==> config.mk <==
export PLATFORM = sky130hd
export DESIGN_NAME = ea_gen
export DESIGN_NICKNAME = d
export VERILOG_FILES = /design/src/rtl/ea_pkg.sv /design/src/rtl/ea_rst_sync.sv /design/src/rtl/ea_ofs_ext.sv /design/src/rtl/ea_operand_sel.sv /design/src/rtl/ea_gen.sv
export SDC_FILE = /design/constraint.sdc
export NUM_CORES = 1
export LEC_CHECK = 0
export BUFFER_PORTS_ARGS = -buffer_cell sky130_fd_sc_hd__buf_4
export CAP_MARGIN = 20
export CORE_ASPECT_RATIO = 0.75
export CORE_MARGIN = 1
export CORE_UTILIZATION = 50
export DETAILED_ROUTE_END_ITERATION = 10
export GPL_TIMING_DRIVEN = 0
export HOLD_SLACK_MARGIN = 0.03
export PLACE_DENSITY = 0.86
export SLEW_MARGIN = 40
export SYNTH_ARGS = -nofsm -noshare
export SYNTH_HDL_FRONTEND = slang
export SYNTH_SLANG_ARGS = --single-unit
==> constraint.sdc <==
create_clock -name clk -period 1.2 [get_ports clk]
set_input_delay 0.18 -clock clk [delete_from_list [all_inputs] [get_ports clk]]
set_output_delay 0.18 -clock clk [all_outputs]
set_load 0.02 [all_outputs]
==> src/rtl/ea_pkg.sv <==
package ea_pkg;
  localparam int ADDR_W = 16;
  localparam int BYTE_W = 8;
  localparam int MODE_W = 3;

  typedef enum logic [MODE_W-1:0] {
    MODE_IMPL = 3'd0,
    MODE_IMM  = 3'd1,
    MODE_PAGE = 3'd2,
    MODE_ABS  = 3'd3,
    MODE_IDX  = 3'd4,
    MODE_BRL  = 3'd5
  } ea_mode_e;

  localparam logic [BYTE_W-1:0] PREFIX_ALT_INDEX = 8'h18;
endpackage

==> src/rtl/ea_rst_sync.sv <==
module ea_rst_sync #(
  parameter int STAGES = 2
) (
  input  logic clk,
  input  logic arst_n,
  output logic srst_n
);
  logic [STAGES-1:0] chain_q;

  always_ff @(posedge clk or negedge arst_n) begin
    if (!arst_n) chain_q <= '0;
    else         chain_q <= {chain_q[STAGES-2:0], 1'b1};
  end

  assign srst_n = chain_q[STAGES-1];
endmodule

==> src/rtl/ea_ofs_ext.sv <==
module ea_ofs_ext #(
  parameter int IN_W   = 8,
  parameter int OUT_W  = 16,
  parameter bit SIGNED = 1'b0
) (
  input  logic [IN_W-1:0]  din,
  output logic [OUT_W-1:0] dout
);
  localparam int PAD_W = OUT_W - IN_W;

  generate
    if (SIGNED) begin : g_sext
      assign dout = {{PAD_W{din[IN_W-1]}}, din};
    end else begin : g_zext
      assign dout = {{PAD_W{1'b0}}, din};
    end
  endgenerate
endmodule

==> src/rtl/ea_operand_sel.sv <==
module ea_operand_sel
  import ea_pkg::*;
#(
  parameter int AW = ADDR_W,
  parameter int BW = BYTE_W
) (
  input  logic [MODE_W-1:0] mode,
  input  logic              use_alt,
  input  logic [BW-1:0]     op1,
  input  logic [BW-1:0]     op2,
  input  logic [AW-1:0]     ix,
  input  logic [AW-1:0]     iy,
  input  logic [AW-1:0]     pc_next,
  output logic [AW-1:0]     base,
  output logic [AW-1:0]     ofs,
  output logic              is_addr,
  output logic              is_imm
);
  logic [AW-1:0] ofs_u;
  logic [AW-1:0] ofs_s;

  ea_ofs_ext #(.IN_W(BW), .OUT_W(AW), .SIGNED(1'b0)) u_zext (.din(op1), .dout(ofs_u));
  ea_ofs_ext #(.IN_W(BW), .OUT_W(AW), .SIGNED(1'b1)) u_sext (.din(op1), .dout(ofs_s));

  always_comb begin
    base    = '0;
    ofs     = '0;
    is_addr = 1'b0;
    is_imm  = 1'b0;
    case (mode)
      MODE_IMM: begin
        is_imm = 1'b1;
      end
      MODE_PAGE: begin
        ofs     = ofs_u;
        is_addr = 1'b1;
      end
      MODE_ABS: begin
        base    = AW'({op1, op2});
        is_addr = 1'b1;
      end
      MODE_IDX: begin
        base    = use_alt ? iy : ix;
        ofs     = ofs_u;
        is_addr = 1'b1;
      end
      MODE_BRL: begin
        base    = pc_next;
        ofs     = ofs_s;
        is_addr = 1'b1;
      end
      default: begin
        is_addr = 1'b0;
      end
    endcase
  end
endmodule

==> src/rtl/ea_gen.sv <==
module ea_gen
  import ea_pkg::*;
#(
  parameter int AW = ADDR_W,
  parameter int BW = BYTE_W
) (
  input  logic              clk,
  input  logic              rst_n,
  input  logic              in_valid,
  input  logic [MODE_W-1:0] mode,
  input  logic              pre_present,
  input  logic [BW-1:0]     pre_byte,
  input  logic [BW-1:0]     op1,
  input  logic [BW-1:0]     op2,
  input  logic [AW-1:0]     ix,
  input  logic [AW-1:0]     iy,
  input  logic [AW-1:0]     pc_next,
  output logic              ea_valid,
  output logic              imm_flag,
  output logic [AW-1:0]     ea
);
  logic          rst_sync_n;
  logic          use_alt;
  logic [AW-1:0] base, ofs, sum;
  logic          is_addr, is_imm;
  logic          valid_d, imm_d, ea_en;
  logic [AW-1:0] ea_d;
  logic          valid_q, imm_q;
  logic [AW-1:0] ea_q;

  ea_rst_sync #(.STAGES(2)) u_rst (.clk(clk), .arst_n(rst_n), .srst_n(rst_sync_n));

  assign use_alt = pre_present && (pre_byte == PREFIX_ALT_INDEX);

  ea_operand_sel #(.AW(AW), .BW(BW)) u_sel (
    .mode(mode), .use_alt(use_alt), .op1(op1), .op2(op2),
    .ix(ix), .iy(iy), .pc_next(pc_next),
    .base(base), .ofs(ofs), .is_addr(is_addr), .is_imm(is_imm)
  );

  assign sum = base + ofs;

  always_comb begin
    valid_d = in_valid && is_addr;
    imm_d   = in_valid && is_imm;
    ea_en   = in_valid;
    ea_d    = is_addr ? sum : '0;
  end

  always_ff @(posedge clk or negedge rst_sync_n) begin
    if (!rst_sync_n) begin
      valid_q <= 1'b0;
      imm_q   <= 1'b0;
      ea_q    <= '0;
    end else begin
      valid_q <= valid_d;
      imm_q   <= imm_d;
      if (ea_en) ea_q <= ea_d;
    end
  end

  assign ea_valid = valid_q;
  assign imm_flag = imm_q;
  assign ea       = ea_q;
endmodule

==> results.json <==
{
  "outcome": "complete, but fails checks",
  "violations": "negative setup slack",
  "routed_wl_um": 7160,
  "reg2reg_depth": 0,
  "holdWs_ps": 112,
  "synthCells": 259,
  "ys_ff_latch": 20,
  "ys_seq_area_share_pct": 23.0,
  "regToRegSetupSlack_ps": 460,
  "finClkSkew_ps": 2.86,
  "cts_root_buffer": "clkbuf_8",
  "hold_viol": 0,
  "finalSetupTns_ps": -24600,
  "dieArea_sq_um": 4620,
  "ff_latch_area_sq_um": 500,
  "fin_nets": 468,
  "dr.pass1.iters": 4,
  "finalWorstSetupSlack_ps": -1910,
  "grt_max_degree": 19,
  "min_period_ps": 3110,
  "synth-main-ff-cell": "dfrtp_1",
  "power_density_nw_per_um2": 612,
  "r2r_start": "u_rst.chain_q[1]",
  "drv_slew": 0,
  "htreeDepth": 1,
  "fp.dieH_um": 59.1,
  "syn_avg_cell_area_sq_um": 8.40,
  "drt_iter0_markers": 195,
  "rows": 20,
  "drive_gt1_share_pct": 43.5,
  "cp-endpoint": "ea[10]",
  "clockBufferDepth": 2,
  "cts_made_buffers": 3,
  "finalSetupViolations": 16,
  "power_leakage_nw": 1.71,
  "die_w_um": 78.2,
  "ir_worst_vdd_mv": 0.730,
  "area_delta_synth_final_pct": 53.7,
  "n_fill_cell": 278,
  "place_area_sq_um": 3010,
  "cp.arrival_ps": 3260,
  "final_area_sq_um": 3340,
  "place.gp.congestion": 0.888,
  "crit_start": "pre_byte[0]",
  "max_freq_mhz": 322,
  "multi_input_area_sq_um": 1750,
  "cts.sinks": 20,
  "tritoncts": "yes",
  "rsz0062_at_grt": "yes",
  "path_max_fanout": 7,
  "diodes": 0,
  "portBuffers": 96,
  "period_share_pct": 259,
  "drt-wirelength-per-cell_um": 16.8,
  "synth-edff-count": 0,
  "crit_path_start_kind": "primary input",
  "synth-async-reset-ratio_pct": 100,
  "dp_hpwl_um": 4950,
  "ant_nets": 0,
  "slew_headroom_pct": 52.1,
  "required_ps": 1350,
  "crit_path_end_kind": "register",
  "yosys_warnings": 0,
  "drc": 0,
  "vias": 2472,
  "syn-cell-area_sq_um": 2180,
  "grt_pass1_vias": 2132,
  "yosysUniqueCellTypes": 53,
  "clk_pin_slew_worst_paths_ps": 70,
  "via_per_inst": 5.82,
  "min_path_type": "primary input to register",
  "start_util_pct": 53.0,
  "grt_pass1_wl_um": 9890,
  "worstSkewPairLatency_ps": 260,
  "boundaryPins": 97,
  "crit_type": "primary input to register",
  "synth_nets": 355,
  "worst_pin_slew_ps": 718,
  "antenna_found_initial": 0,
  "worstReg2RegEnd": "ea[8]",
  "core-area_sq_um": 4100,
  "grt_overflow_total": 0,
  "grt_usage_pct": 27.8,
  "drv_cap": 0
}
[where the power goes]
part	leakage (nW)	internal, mW	switching (mW)	total, mW
Clock	0.0216	0.224	0.212	0.436
Combinational	1.43	0.439	0.411	0.850
Sequential	0.267	0.721	0.0381	0.759
[placed cells by master, fill, tap and decap left out, types with 4 or more instances in the layout]
master    netlist  final
nor2_1         14     10
nor3_1          5      4
buf_4           1    105
xnor2_1         5      5
a21oi_2         0      4
ha_1           16     12
o21ba_2         5      4
nand2_1        29     29
o21ai_1        21     19
o21ai_2         0      4
xor2_1          4      4
nor2b_1         9      9
buf_6           1      4
nand3_1         4      4
mux2i_1        18     17
a21oi_1        25     21
o21ba_1         9      8
nor2_2          0      4
inv_1           7      7
dfrtp_1        20     20
clkbuf_8        2      5
a22o_1          5      5
[critical path, stage by stage]
cell      delay, ps
buf_6           100
nor4b_4         250
nand4b_1        130
buf_6           160
buf_6           120
buf_12          130
mux2i_1         130
o21ai_1         250
a21oi_1         150
o21ba_1         300
ha_4            240
o21ai_1         200
nor2_2          100
o311ai_2        360
nand2_1         110
xor2_1          160
a22o_1          190
[cell usage after synthesis, types with 2 or more instances]
library cell	n	share of area, %
nand2_1	29	5.0
a21oi_1	25	5.8
o21ai_1	21	4.8
dfrtp_1	20	23
mux2i_1	18	8.3
ha_1	16	9.2
nor2_1	14	2.4
nor2b_1	9	2.6
o21ba_1	9	4.1
inv_1	7	1.2
o21ai_0	7	1.6
a22o_1	5	2.0
nor3_1	5	1.1
o21ba_2	5	2.3
xnor2_1	5	2.0
a211oi_1	4	1.4
nand3_1	4	0.92
xor2_1	4	1.6
a21o_1	3	1.0
and2_1	3	0.86
a31oi_1	2	0.57
a32o_1	2	0.92
and3_1	2	0.57
clkbuf_1	2	0.35
clkbuf_8	2	1.3
nand2b_1	2	0.57
nand3b_1	2	0.69
nor4_1	2	0.57
o21a_1	2	0.69
o21bai_1	2	0.69
o2bb2ai_1	2	0.81
o31ai_1	2	0.69
o41ai_1	2	0.81
[worst min path at each step]
stage | slack [ps] | endpoint | from | cells after the start
detailed placement | -30 | u_rst.chain_q[0] | rst_n | 1
floorplan | -120 | u_rst.chain_q[0] | rst_n | 0
CTS | 110 | imm_flag | mode[1] | 2
global placement | -40 | u_rst.chain_q[0] | rst_n | 1
global route | 110 | imm_flag | mode[1] | 2
finish | 110 | imm_flag | mode[1] | 2
[metrics by stage]
stage | power (mW) | utilization, % | std cells | setup slack (ps)
after floorplan | 1.16 | - | 259 | -1740
after global placement | 1.51 | 73.4 | 410 | -2130
after detailed placement | 1.53 | 73.4 | 410 | -2250
after CTS | 2.00 | 78.3 | 419 | -1780
after global routing | 2.15 | 81.5 | 425 | -1960
final | 2.04 | 81.5 | 425 | -1910
[cell families after synthesis]
kind of cell | Yosys count | synth area share [%]
multiplexers | 18 | 8.28
XOR/XNOR | 9 | 3.62
buffers and inverters | 19 | 6.67
flip-flops | 20 | 23.0
adder cells (fa/ha/maj) | 17 | 10.1
AO/OA/AOI/OAI | 96 | 29.7
other | 1 | 0.172
AND/OR/NAND/NOR | 79 | 18.4
[what timing repair did]
action,in CTS,in global routing
hold buffers,1,0
gates resized for setup,25,16
setup buffers,6,6
pin swaps,26,12
endpoints found under the hold margin,2,0
setup endpoints to repair,17,17
[registers in the layout, indices dropped and copies added, names as in the netlist]
| register | flops |
|---|---|
| imm_flag | 1 |
| ea | 16 |
| ea_valid | 1 |
| u_rst.chain_q | 2 |
[final cells by class]
| cell class | instances | area share [%] |
|---|---|---|
| Multi-Input combinational cell | 220 | 52.2 |
| Timing Repair Buffer | 109 | 25.3 |
| Sequential cell | 20 | 15.0 |
| Buffer | 9 | 3.22 |
| Tap cell | 55 | 2.06 |
| Clock buffer | 3 | 1.24 |
| Inverter | 9 | 1.01 |
[routing by layer]
layer	track usage (%)	part of all wire [%]	vias up	routed length (um)
met4	6.35	2.5	0	178
met5	0	0	-	0
met1	35.9	41	1147	2920
met2	48.2	48	129	3450
li1	-	-	1172	-
met3	6.00	8.6	24	615
(Power assumes the default switching activity.)
